[src/rtl/pmic_flt_pkg.sv]
package pmic_flt_pkg;
    typedef enum logic [1:0] {
        RS_RUN  = 2'd0,
        RS_WAIT = 2'd1,
        RS_LOCK = 2'd2
    } retry_st_e;

    localparam int NCLS  = 9;
    localparam int G_UV  = 0;
    localparam int G_OC  = 1;
    localparam int G_SCG = 2;
    localparam int G_THW = 3;
    localparam int G_OTS = 4;
    localparam int G_RV  = 5;
    localparam int G_RVT = 6;
    localparam int G_DTO = 7;
    localparam int G_SUP = 8;

    function automatic int grp_width(input int nreg);
        return (nreg > 3) ? nreg : 3;
    endfunction
endpackage

[src/rtl/pmic_flt_bank.sv]
module pmic_flt_bank #(
    parameter int W        = 4,
    parameter bit MASKABLE = 1'b0,
    parameter bit SD_TYPE  = 1'b1
) (
    input  logic         clk,
    input  logic         rst_n,
    input  logic [W-1:0] fault,
    input  logic [W-1:0] mask,
    input  logic [1:0]   mask_rsp,
    input  logic         rv_irq_quiet,
    input  logic [W-1:0] clr,
    input  logic         init_clr,
    output logic [W-1:0] st,
    output logic [W-1:0] sd_cond,
    output logic         irq_next
);
    logic [W-1:0] st_q, sd_q, rp_q;
    logic [W-1:0] mk, eff_sd, open_rpt, msk_f, set_v, rp_new, drop, keep;
    logic [W-1:0] st_n, sd_n, rp_n;

    always_comb begin
        mk       = MASKABLE ? mask : '0;
        eff_sd   = SD_TYPE ? (fault & ~mk) : '0;
        open_rpt = SD_TYPE ? '0 : (fault & ~mk);
        msk_f    = fault & mk;
        set_v    = eff_sd | open_rpt | (msk_f & {W{mask_rsp != 2'b00}});
        rp_new   = eff_sd
                 | (open_rpt & {W{!rv_irq_quiet}})
                 | (msk_f & {W{mask_rsp[1] && (SD_TYPE || !rv_irq_quiet)}});
        drop     = (clr & ~fault) | (init_clr ? ~sd_q : '0);
        keep     = st_q & ~drop;
        st_n     = set_v | keep;
        sd_n     = eff_sd | (sd_q & keep);
        rp_n     = rp_new | (rp_q & keep);
        irq_next = |(st_n & rp_n);
        sd_cond  = eff_sd;
    end

    always_ff @(posedge clk or negedge rst_n) begin
        if (!rst_n) begin
            st_q <= '0;
            sd_q <= '0;
            rp_q <= '0;
        end else begin
            st_q <= st_n;
            sd_q <= sd_n;
            rp_q <= rp_n;
        end
    end

    assign st = st_q;
endmodule

[src/rtl/pmic_retry_fsm.sv]
module pmic_retry_fsm
    import pmic_flt_pkg::*;
#(
    parameter int RETRY_MAX = 2
) (
    input  logic clk,
    input  logic rst_n,
    input  logic sd_any,
    input  logic unlimited,
    input  logic pu_done,
    input  logic en_in,
    output logic restart_ok
);
    localparam int CW = $clog2(RETRY_MAX + 2);
    localparam logic [CW-1:0] CMAX = CW'(RETRY_MAX);

    retry_st_e st_q, st_n;
    logic [CW-1:0] cnt_q, cnt_n;
    logic sd_q, hit;

    always_ff @(posedge clk or negedge rst_n) begin
        if (!rst_n) begin
            st_q  <= RS_RUN;
            cnt_q <= '0;
            sd_q  <= 1'b0;
        end else begin
            st_q  <= st_n;
            cnt_q <= cnt_n;
            sd_q  <= sd_any;
        end
    end

    always_comb begin
        hit   = sd_any && !sd_q;
        st_n  = st_q;
        cnt_n = cnt_q;
        unique case (st_q)
            RS_RUN: begin
                if (hit) begin
                    if (!unlimited && (CMAX == '0)) begin
                        st_n = RS_LOCK;
                    end else begin
                        st_n  = RS_WAIT;
                        cnt_n = CW'(1);
                    end
                end
            end
            RS_WAIT: begin
                if (hit) begin
                    if (!unlimited && (cnt_q >= CMAX)) begin
                        st_n = RS_LOCK;
                    end else if (cnt_q < CMAX) begin
                        cnt_n = cnt_q + CW'(1);
                    end
                end else if (pu_done) begin
                    st_n  = RS_RUN;
                    cnt_n = '0;
                end
            end
            RS_LOCK: begin
                st_n = RS_LOCK;
            end
            default: begin
                st_n  = RS_RUN;
                cnt_n = '0;
            end
        endcase
    end

    always_ff @(posedge clk or negedge rst_n) begin
        if (!rst_n) begin
            restart_ok <= 1'b0;
        end else begin
            restart_ok <= (st_n == RS_WAIT) && !sd_any && en_in;
        end
    end
endmodule

[src/rtl/pmic_fault_mgr.sv]
module pmic_fault_mgr
    import pmic_flt_pkg::*;
#(
    parameter int NREG      = 4,
    parameter int RETRY_MAX = 2,
    parameter int DW        = grp_width(NREG),
    parameter int AW        = $clog2(NCLS)
) (
    input  logic            clk,
    input  logic            rst_n,
    input  logic [NREG-1:0] flt_uv,
    input  logic [NREG-1:0] flt_oc_pos,
    input  logic [NREG-1:0] flt_oc_neg,
    input  logic [NREG-1:0] flt_scg,
    input  logic [NREG-1:0] flt_thw,
    input  logic [NREG-1:0] flt_ots,
    input  logic [NREG-1:0] flt_rv,
    input  logic [NREG-1:0] flt_rvtrip,
    input  logic [NREG-1:0] flt_dto,
    input  logic            sup_uv,
    input  logic            sup_ov,
    input  logic            sup_int,
    input  logic [NREG-1:0] mask_uv,
    input  logic [NREG-1:0] mask_thw,
    input  logic [NREG-1:0] mask_rv,
    input  logic [1:0]      mask_rsp,
    input  logic            rv_irq_quiet,
    input  logic            retry_unlimited,
    input  logic            en_in,
    input  logic            st_init,
    input  logic            pu_done,
    input  logic            wr_en,
    input  logic [AW-1:0]   wr_addr,
    input  logic [DW-1:0]   wr_data,
    input  logic [AW-1:0]   rd_addr,
    output logic [DW-1:0]   rd_data,
    output logic            req_off,
    output logic            req_imm,
    output logic            req_seq,
    output logic            restart_ok,
    output logic            irq_n
);
    logic [DW-1:0] flt_a  [NCLS];
    logic [DW-1:0] mask_a [NCLS];
    logic [DW-1:0] st_a   [NCLS];
    logic [DW-1:0] sdc_a  [NCLS];
    logic [NCLS-1:0] irq_v;
    logic init_q, init_clr;
    logic off_c, ots_c, seq_c, sd_any;

    always_comb begin
        flt_a[G_UV]  = DW'(flt_uv);
        flt_a[G_OC]  = DW'(flt_oc_pos | flt_oc_neg);
        flt_a[G_SCG] = DW'(flt_scg);
        flt_a[G_THW] = DW'(flt_thw);
        flt_a[G_OTS] = DW'(flt_ots);
        flt_a[G_RV]  = DW'(flt_rv);
        flt_a[G_RVT] = DW'(flt_rvtrip);
        flt_a[G_DTO] = DW'(flt_dto);
        flt_a[G_SUP] = DW'({sup_int, sup_ov, sup_uv});
        for (int c = 0; c < NCLS; c++) mask_a[c] = '0;
        mask_a[G_UV]  = DW'(mask_uv);
        mask_a[G_THW] = DW'(mask_thw);
        mask_a[G_RV]  = DW'(mask_rv);
    end

    always_ff @(posedge clk or negedge rst_n) begin
        if (!rst_n) init_q <= 1'b0;
        else        init_q <= st_init;
    end
    assign init_clr = st_init && !init_q;

    for (genvar c = 0; c < NCLS; c++) begin : g_bank
        localparam bit MSK = (c == G_UV) || (c == G_THW) || (c == G_RV);
        localparam bit SDT = (c != G_RV);
        logic [DW-1:0] clr;
        assign clr = (wr_en && (wr_addr == AW'(c))) ? wr_data : '0;
        pmic_flt_bank #(.W(DW), .MASKABLE(MSK), .SD_TYPE(SDT)) u_bank (
            .clk         (clk),
            .rst_n       (rst_n),
            .fault       (flt_a[c]),
            .mask        (mask_a[c]),
            .mask_rsp    (mask_rsp),
            .rv_irq_quiet(rv_irq_quiet),
            .clr         (clr),
            .init_clr    (init_clr),
            .st          (st_a[c]),
            .sd_cond     (sdc_a[c]),
            .irq_next    (irq_v[c])
        );
    end

    always_comb begin
        off_c  = |sdc_a[G_SUP];
        ots_c  = |sdc_a[G_OTS];
        seq_c  = |(sdc_a[G_UV] | sdc_a[G_OC] | sdc_a[G_SCG] | sdc_a[G_THW]
                 | sdc_a[G_RVT] | sdc_a[G_DTO]);
        sd_any = off_c || ots_c || seq_c;
    end

    always_ff @(posedge clk or negedge rst_n) begin
        if (!rst_n) begin
            req_off <= 1'b0;
            req_imm <= 1'b0;
            req_seq <= 1'b0;
            irq_n   <= 1'b1;
        end else begin
            req_off <= off_c;
            req_imm <= ots_c && !off_c;
            req_seq <= seq_c && !ots_c && !off_c;
            irq_n   <= ~|irq_v;
        end
    end

    pmic_retry_fsm #(.RETRY_MAX(RETRY_MAX)) u_retry (
        .clk       (clk),
        .rst_n     (rst_n),
        .sd_any    (sd_any),
        .unlimited (retry_unlimited),
        .pu_done   (pu_done),
        .en_in     (en_in),
        .restart_ok(restart_ok)
    );

    always_comb begin
        rd_data = '0;
        for (int c = 0; c < NCLS; c++) begin
            if (rd_addr == AW'(c)) rd_data = st_a[c];
        end
    end
endmodule

[config.mk]
export PLATFORM = sky130hd
export DESIGN_NAME = pmic_fault_mgr
export DESIGN_NICKNAME = d
export VERILOG_FILES = /design/src/rtl/pmic_flt_pkg.sv /design/src/rtl/pmic_flt_bank.sv /design/src/rtl/pmic_retry_fsm.sv /design/src/rtl/pmic_fault_mgr.sv
export SDC_FILE = /design/constraint.sdc
export NUM_CORES = 1
export LEC_CHECK = 0
export CAP_MARGIN = 5
export CORE_MARGIN = 4
export CORE_UTILIZATION = 55
export DETAILED_ROUTE_END_ITERATION = 7
export PLACE_DENSITY = 0.8
export SETUP_SLACK_MARGIN = 0.5
export SLEW_MARGIN = 20
export SYNTH_ARGS = -nofsm -noshare
export SYNTH_HDL_FRONTEND = slang
export SYNTH_HIERARCHICAL = 1
export SYNTH_SLANG_ARGS = --single-unit
[constraint.sdc]
create_clock -name clk -period 3.9 [get_ports clk]
set_clock_uncertainty 0.1 [all_clocks]
set_input_delay 0.78 -clock clk [delete_from_list [all_inputs] [get_ports clk]]
set_output_delay 0.78 -clock clk [all_outputs]
set_load 0.02 [all_outputs]
* After elaboration in Yosys (flattened, before gate mapping)
Cells that the tools add are included.
** Storage, ports and cells
- Register bits :: 119
- Bits of input ports :: 73
- Output and inout bits :: 9
- Logic and storage cells :: 273
** Operators by class
- Add/subtract/negate cells :: 1
- $lt $le $gt $ge :: 2
- Eq/ne operators :: 23
- Muxes and demuxes :: 38
- Bitwise logic cells :: 136
- Reductions and logical operators :: 37
** Operator list (count)
- 4-bit AND :: 58
- 4-bit bitwise OR :: 44
- 4-bit NOT :: 29
- 4-bit 2-to-1 mux :: 27
- 36-bit OR reduction :: 1
- 4-bit by 3-bit equality test with 1-bit output, second input constant :: 8
- 1-bit logical AND :: 18
- 2-bit 2-to-1 mux :: 9
- 4-bit by 2-bit equality test with 1-bit output, second input constant :: 4
- 3-bit by 4-bit bitwise OR with 4-bit output :: 3
- 2-bit one-hot mux with 3 select lines :: 2
- 4-bit by 1-bit equality test with 1-bit output, second input constant :: 2
- 4-bit equality test, second input constant :: 2
- 1-bit logical NOT :: 8
- 4-bit logical NOT :: 2
- 4-bit OR reduction :: 2
- 3-bit inequality test, second input constant :: 2
- 5-bit AND reduction :: 1
- 2-bit by 1-bit equality test with 1-bit output, second input constant :: 2
- 3-bit NOT with 4-bit output :: 1
- 3-bit by 2-bit inequality test with 1-bit output, second input constant :: 1
- 3-bit OR reduction :: 1
- 2-bit by 1-bit adder with 2-bit output, second input constant :: 1
- 2-bit equality test, second input constant :: 1
- other kinds (7) :: 8

* Logic depth before layout (Yosys ltp)
Gate-level depths: netlist (run 1).
- Depth after elaboration :: 15
- Mapped depth :: 10
- Mapped depth without buffers :: 10

* Modules after synthesis
Netlist (run 1), hierarchy kept.
** By module, submodules not included
- pmic_flt_bank (g_bank[1].u_bank ...) :: times used 6, cells an instance 37, area each 488.0 sq um, sequential area each 300.3 sq um
- pmic_flt_bank (g_bank[0].u_bank ...) :: times used 2, cells an instance 58, area each 611.8 sq um, sequential area each 300.3 sq um
- pmic_fault_mgr :: times used 1, cells an instance 140, area each 1046.0 sq um, sequential area each 126.4 sq um
- pmic_flt_bank (g_bank[5].u_bank) :: times used 1, cells an instance 68, area each 593.1 sq um, sequential area each 300.3 sq um
- pmic_retry_fsm :: times used 1, cells an instance 30, area each 315.3 sq um, sequential area each 150.1 sq um

* Least setup slack after synthesis (run 1)
Ideal clock, no wire load.
- Path kind :: in2reg
- From :: in st_init
- To :: reg irq_n
- Setup time :: 0.097 ns
- Arrival time :: 3.358 ns
- Required time :: 3.703 ns
- Path slack :: 0.346 ns
- Stages :: 7
- Buffers on the path :: 0
- Path through :: nor2b_1 nand2b_1 a31o_1 or4_4 nor4_1 nand2_1 nor4_1
** On the way
- Longest elaborated chain between the ends :: 10
- Elaborated cells between the ends (all ways) :: 75
- Classes of those cells :: 9 x mux; 63 x bitwise; 3 x reduce/logical
** Ends and longest elaborated chain
- start, declared :: line pmic_fault_mgr.sv:30 : input logic st_init,
- 1-bit logical AND :: line pmic_fault_mgr.sv:71 : assign init_clr = st_init && !init_q;
- 4-bit 2-to-1 mux :: line pmic_flt_bank.sv:31 : drop = (clr & ~fault) | (init_clr ? ~sd_q : '0);
- 4-bit bitwise OR :: line pmic_flt_bank.sv:31
- 4-bit NOT :: line pmic_flt_bank.sv:32 : keep = st_q & ~drop;
- 4-bit AND :: line pmic_flt_bank.sv:32
- 4-bit AND :: line pmic_flt_bank.sv:35 : rp_n = rp_new | (rp_q & keep);
- 4-bit bitwise OR :: line pmic_flt_bank.sv:35
- net g_bank[4].u_bank.rp_n[2] :: line pmic_flt_bank.sv:20 : logic [W-1:0] st_n, sd_n, rp_n;
- 4-bit AND :: line pmic_flt_bank.sv:36 : irq_next = |(st_n & rp_n);
- 36-bit OR reduction :: line pmic_fault_mgr.sv:111 : irq_n <= ~|irq_v;
- 1-bit logical NOT :: line pmic_fault_mgr.sv:111
- end signal, assigned :: line pmic_fault_mgr.sv:111
- end, declared :: line pmic_fault_mgr.sv:41 : output logic irq_n
The timed path passes the listed nets, and every way through them passes these cells.
A chain may end at the register's enable or synchronous reset.

* Worst setup path in the final report (run 1)
- From :: in rd_addr[1]
- To :: out rd_data[3]
** On the way
- Longest elaborated chain between the ends :: 10
- Elaborated cells between the ends (all ways) :: 18
- Classes of those cells :: 8 x eq/ne; 9 x mux; 1 x reduce/logical
** Ends and longest elaborated chain
- start, declared :: line pmic_fault_mgr.sv:35 : input logic [AW-1:0] rd_addr,
- 4-bit logical NOT :: line pmic_fault_mgr.sv:128 : if (rd_addr == AW'(c)) rd_data = st_a[c];
- 4-bit 2-to-1 mux (8 in a row) :: line pmic_fault_mgr.sv:128
- 4-bit 2-to-1 mux * :: line pmic_fault_mgr.sv:128
- end, declared :: line pmic_fault_mgr.sv:36 : output logic [DW-1:0] rd_data,
Every way passes the cells marked *; elsewhere a longest branch is shown, timed or not.

==> results of run 1 <==
-- worst max-delay path: stages --
cell             delay (ns)
clkdlybuf4s50_1        0.52
buf_12                 0.16
inv_2                  0.08
nor4_2                 0.41
a22oi_1                0.16
o31ai_2                0.12
clkdlybuf4s15_2        0.31
-- metal layers --
metal / vias up / GRT usage, % / wire (microns)
li1: 2195 / - / -
met1: 2332 / 33.1 / 6730
met2: 164 / 41.2 / 7760
met3: 37 / 6.95 / 969
met4: 0 / 11.3 / 483
met5: - / 0 / 0
-- power by group through the flow --
stage,registers (mW),logic (mW),clock network (mW)
6_report,1.31,0.358,1.50
5_1_grt,1.31,0.388,1.59
4_1_cts,1.31,0.349,1.52
3_5_place_dp,1.33,0.347,0
3_3_place_gp,1.33,0.336,0
2_1_floorplan,1.32,0.173,0
-- metrics by stage --
stage	setup WS [ns]	TNS (ns)	util (%)	std cells
after floorplan	0.817	0	-	574
after global placement	-0.128	-0.128	64.5	777
after detailed placement	-0.109	-0.109	64.5	777
after CTS	0.479	0	69.8	809
after global routing	0.431	0	70.5	810
final	0.466	0	70.5	810
-- path summary, 6_finish.rpt --
check | start | end | slack, ns | cells past startpoint
min reg2reg | u_retry/st_q[1]$_DFF_PN0_ | u_retry/st_q[0]$_DFF_PN0_ | 0.36 | 1
max in group asynchronous | rst_n | irq_n$_DFF_PN1_ | 2.71 | 2
min in group clk | u_retry/st_q[1]$_DFF_PN0_ | u_retry/st_q[0]$_DFF_PN0_ | 0.36 | 1
max reg2reg | init_q$_DFF_PN0_ | irq_n$_DFF_PN1_ | 1.33 | 8
min | rst_n | g_bank[3].u_bank/sd_q[0]$_DFF_PN0_ | 0.19 | 1
max | rd_addr[1] | rd_data[3] | 0.47 | 7
-- area by class of cell --
cell class              instances  area (sq um)  area share (%)
clock inverters                11           130            1.70
multi-input cells             406          2880            37.6
repair buffers                 95           980            12.8
clock buffers                  21           439            5.74
well taps                     140           175            2.29
flip-flops and latches        119          2980            39.0
inverters                      18          67.6           0.884
-- cells in the final DEF (no fill, tap or decap), drive strengths merged, types with 5 or more instances in the layout --
master	count
o2bb2ai	8
nand3b	9
a21o	48
nor4	13
nor3	5
dfrtp	118
nor2	19
clkinv	8
and2	45
clkdlybuf4s50	75
or4	10
clkbuf	22
nand2	37
inv	18
a21oi	5
buf	16
nand2b	57
nor2b	36
a32o	18
o21ai	21
a31o	24
-- registers in the layout, indices dropped and copies added, names as in the netlist, 2 cells and up --
name	count
g_bank.u_bank/sd_q	36
g_bank.u_bank/st	36
u_retry/st_q	2
g_bank.u_bank/rp_q	36
u_retry/cnt_q	2
-- repair_timing --
action / in CTS / in global routing
cloned: 0 / 1
hold buffers: 0 / 0
pin swaps: 1 / 0
resized for setup: 19 / 13
endpoints found under the setup margin: 5 / 5
==> reports/results.txt, run 1 <==
Outcome: complete, no violations
Largest net degree at the start of global routing: 68
Power Total: 3.17 mW
Drt wl/cell: 19.7 microns
Post-Route WL: 16000 microns
Total CTS buffers: 17
Sequential power share: 41.3%
Clock root buffer: clkbuf_8
Peak VDD IR: 0.306 mV
Highest Clock Rate: 291 MHz
Setup Fix Bufs, Post-CTS: 0
GP Congestion: 0.876
Placed Area: 6990 sq um
Total track usage: 25.8%
Core Box Area: 10800 sq um
Part of the power in combinational logic: 11.3%
Reg clk slew, reported paths: 0.05 ns
Final Cell Area: 7650 sq um
Tmin final: 3.43 ns
Worst Path Required: 3.02 ns
Avg Cell Area, Syn: 10.6 sq um
Number of global-route vias before repair: 4965
Nets@finish: 731
Switching part of the total power: 23.2%
RSZ-0062 raised after global routing: yes
Netlist Area Pre-Place: 6070 sq um
Max cap viols: 0
Mapped Cells: 571
# DRC: 0
Critical Path Source Type: input port
PD cells: 415 nW/um^2
Tcrit/Tclk final: 88.1%
# H-tree levels: 4
GRT Residual Overflow: 0
Hold violation count in the final report: 0
CTS Buffer Depth: 2
Top-level port count: 82
Die height: 113 microns
Initial Utilization: 56.0%
Clock power frac: 47.4%
Min Hold Slack: 0.187 ns
CTS tree: done
Worst min-delay path category: in2async
Clk_lat worst skew: 0.52 ns
Slew HR: 54.7%
Detailed placement HPWL: 11400 microns
# rows: 38
CP arrival: 2.55 ns
Switching component of the power: 735 uW
Leakage: 2.76 nW
Die area: 12800 sq um
Via count: 4728
DR pass1 iterations: 6
Internal power: 2.44 mW
Antenna cells: 0
Layout cell share with drive strength beyond 1: 14.8%
Die width: 113 microns
Fillers: 797
CP Capture Type: output pin
WS Path Type: in2out
Count of input and output buffers: 81
Clock Sinks: 119
Yosys warning total: 6
Least-Margin Pin Slew: 0.679 ns
Setup violators final: 0
Vias per inst: 5.84
First-pass GRT wire length: 25200 microns
Initial antenna violation count: 0
Initial drt markers: 422
Detail Route Antenna Nets: 0
CP max FO: 18
Syn-to-layout area delta: 25.9%
Fin. max-slew vios: 0
Note: power is estimated with default switching activity, not from simulation.
==> run 2: changes to the inputs <==
CORE_UTILIZATION = 57   (was 55)
CTS_BUF_LIST = sky130_fd_sc_hd__clkbuf_8   (was default)
PLACE_DENSITY = 0.82   (was 0.8)
==> run 2 against run 1 <==
  * Flip-flop and latch count did not move
  * Wire length rose by 1.5%
  * Fmax rose by 4.0%
  * Sequential power barely moved
  * Non-clock buffer count rose by 14
  * Largest power group is now registers
  * Highest routed layer unchanged
  * Largest cell class unchanged
==> reports/results.txt, run 2 (same netlist as run 1, synthesis figures left out) <==
Part of the power in combinational logic: 13.5% (+2.2 points)
Layout cell share with drive strength beyond 1: 16.1% (+1.3 points)
WS Path Type: in2out
Hold_buf cts: 0 (unchanged)
Drt wl/cell: 19.8 microns (+0.34%)
Switching part of the total power: 25.7% (+2.5 points)
Clock Sinks: 119 (unchanged)
Worst Path Required: 3.02 ns (about the same)
Highest Clock Rate: 303 MHz (+4.0%)
RSZ-0062 raised after global routing: no
Largest net degree at the start of global routing: 63 (-7.4%)
# DRC: 0 (unchanged)
Setup violators final: 0 (unchanged)
Reg clk slew, reported paths: 0.07 ns (+0.02 ns)
Die width: 111 microns (-1.6%)
Core Box Area: 10400 sq um (-4.3%)
Setup TNS: 0 ns (unchanged)
Number of global-route vias before repair: 4831 (-2.7%)
# rows: 37 (-2.6%)
Least-Margin Pin Slew: 0.771 ns (+0.0913 ns)
Sequential power share: 48.6% (+7.3 points)
Top-level port count: 82 (unchanged)
Worst min-delay path category: in2async
Tmin final: 3.30 ns (-0.133 ns)
Clock root buffer: clkbuf_8
CP cell instances: dlygate4sd2_1 -> bufbuf_16 -> nand3b_1 -> o21ai_1 -> a211oi_2 -> o31ai_1 -> clkdlybuf4s15_2
Detail Route Antenna Nets: 0 (unchanged)
Antenna cells: 0 (unchanged)
Total CTS buffers: 17 (unchanged)
Die area: 12400 sq um (-3.3%)
Fin cells: 819 (+1.1%)
Clk_lat worst skew: 0.44 ns (-0.08 ns)
Slowest-stage cell, CP: o31ai_1
Clock power frac: 37.9% (-9.5 points)
Outcome: complete, no violations
Hold violation count in the final report: 0 (unchanged)
Top Family by Delay on Critical Path: buffers and inverters
Nets@finish: 745 (+1.9%)
# H-tree levels: 4 (unchanged)
Switching component of the power: 692 uW (-5.8%)
CP arrival: 2.42 ns (-0.13 ns)
Die height: 111 microns (-1.6%)
Final Core Density: 72.4% (+1.9 points)
CTS Buffer Depth: 2 (unchanged)
Peak VDD IR: 0.287 mV (-6.0%)
Post-Route WL: 16200 microns (+1.5%)
Leakage: 2.71 nW (-1.7%)
Vias per inst: 5.84 (about the same)
PD cells: 359 nW/um^2 (-14%)
Total track usage: 27.4% (+1.6 points)
Commonest non-fill, non-tap cells in the layout: dfrtp_1, clkdlybuf4s50_1, nand2b_1
Count of input and output buffers: 81 (unchanged)
Crit path buf inv count: 3 (-1)
Initial antenna violation count: 0 (unchanged)
Max cap viols: 0 (unchanged)
Setup Fix Bufs, Post-CTS: 0 (unchanged)
GRT Residual Overflow: 0 (unchanged)
Critical Path Source Type: input port
Internal power: 2.00 mW (-18%)
CP Capture Type: output pin
Syn-to-layout area delta: 23.7%
DR pass1 iterations: 5 (-1)
Tcrit/Tclk final: 84.6% (-3.4 points)
Via count: 4782 (+1.1%)
Initial Utilization: 58.6% (+2.5 points)
Max stage delay on crit path: 0.35 ns (-0.17 ns)
Post-Place Cells: 787 (+1.3%)
Detailed placement HPWL: 11800 microns (+4.4%)
CTS tree: done
Initial drt markers: 451 (+6.9%)
GP Congestion: 0.895 (+2.2%)
Commonest non-fill, non-tap cell in the layout: dfrtp_1
First-pass GRT wire length: 26200 microns (+3.7%)
CP max FO: 10 (-8)
Fin. max-slew vios: 0 (unchanged)
Slew HR: 48.6% (-6.1 points)
==> run 2: cell count changes in the layout (fill, tap and decap cells not counted), moves of 3 or more <==
cell and delta:
clkbuf_16 -17, buf_4 +15, clkbuf_8 +18, o31ai_2 -3, dlygate4sd2_1 +3, o31ai_1 +3
clkbuf_1 -3
==> run 2: per-layer routing <==
metal | global-route usage, % | vias up | share of wire [%]
li1 | - | 2218 | -
met1 | 37.5 | 2396 | 44
met2 | 42.9 | 141 | 49
met3 | 6.88 | 27 | 5.5
met4 | 9.00 | 0 | 1.9
met5 | 0 | - | 0
==> run 2: worst paths after layout <==
kind	from	endpoint	slack, ns	cells past startpoint
setup / recovery	rd_addr[2]	rd_data[3]	0.60	7
min in group clk	u_retry/st_q[1]$_DFF_PN0_	u_retry/st_q[0]$_DFF_PN0_	0.36	1
max in group asynchronous	rst_n	irq_n$_DFF_PN1_	2.60	2
hold / removal	rst_n	g_bank[0].u_bank/sd_q[2]$_DFF_PN0_	0.30	1
hold reg to reg	u_retry/st_q[1]$_DFF_PN0_	u_retry/st_q[0]$_DFF_PN0_	0.36	1
setup reg to reg	init_q$_DFF_PN0_	irq_n$_DFF_PN1_	1.34	9
==> run 2: through the flow <==
stage | worst slack, ns | cell area, sq um | total power, mW | hold slack (ns)
floorplan | 0.817 | 6090 | 1.49 | 0.326
global route | 0.511 | 7510 | 2.82 | 0.341
finish | 0.599 | 7510 | 2.69 | 0.297
detailed placement | 0.0217 | 7080 | 1.69 | 0.357
global placement | 0.0756 | 7080 | 1.68 | 0.343
CTS | 0.561 | 7500 | 2.71 | 0.317
==> run 2: layout make-up <==
class / count / area [sq um]
clock buffers: 20 / 275
clock inverters: 11 / 83.8
fillers: 763 / 2860
inverters: 18 / 67.6
multi-input cells: 406 / 2860
flip-flops and latches: 119 / 2980
well taps: 136 / 170
repair buffers: 109 / 1080
==> run 2: timing repair <==
action                                  in CTS  in global routing
resized for setup                           27                  3
endpoints found under the setup margin       4                  1
gates cloned                                 1                  0
==> run 2: power groups by stage <==
| stage | combinational (mW) | sequential (mW) | clock, mW |
|---|---|---|---|
| 2_1_floorplan | 0.173 | 1.32 | 0 |
| 3_3_place_gp | 0.349 | 1.33 | 0 |
| 3_5_place_dp | 0.355 | 1.33 | 0 |
| 4_1_cts | 0.363 | 1.31 | 1.04 |
| 5_1_grt | 0.396 | 1.31 | 1.11 |
| 6_report | 0.364 | 1.31 | 1.02 |
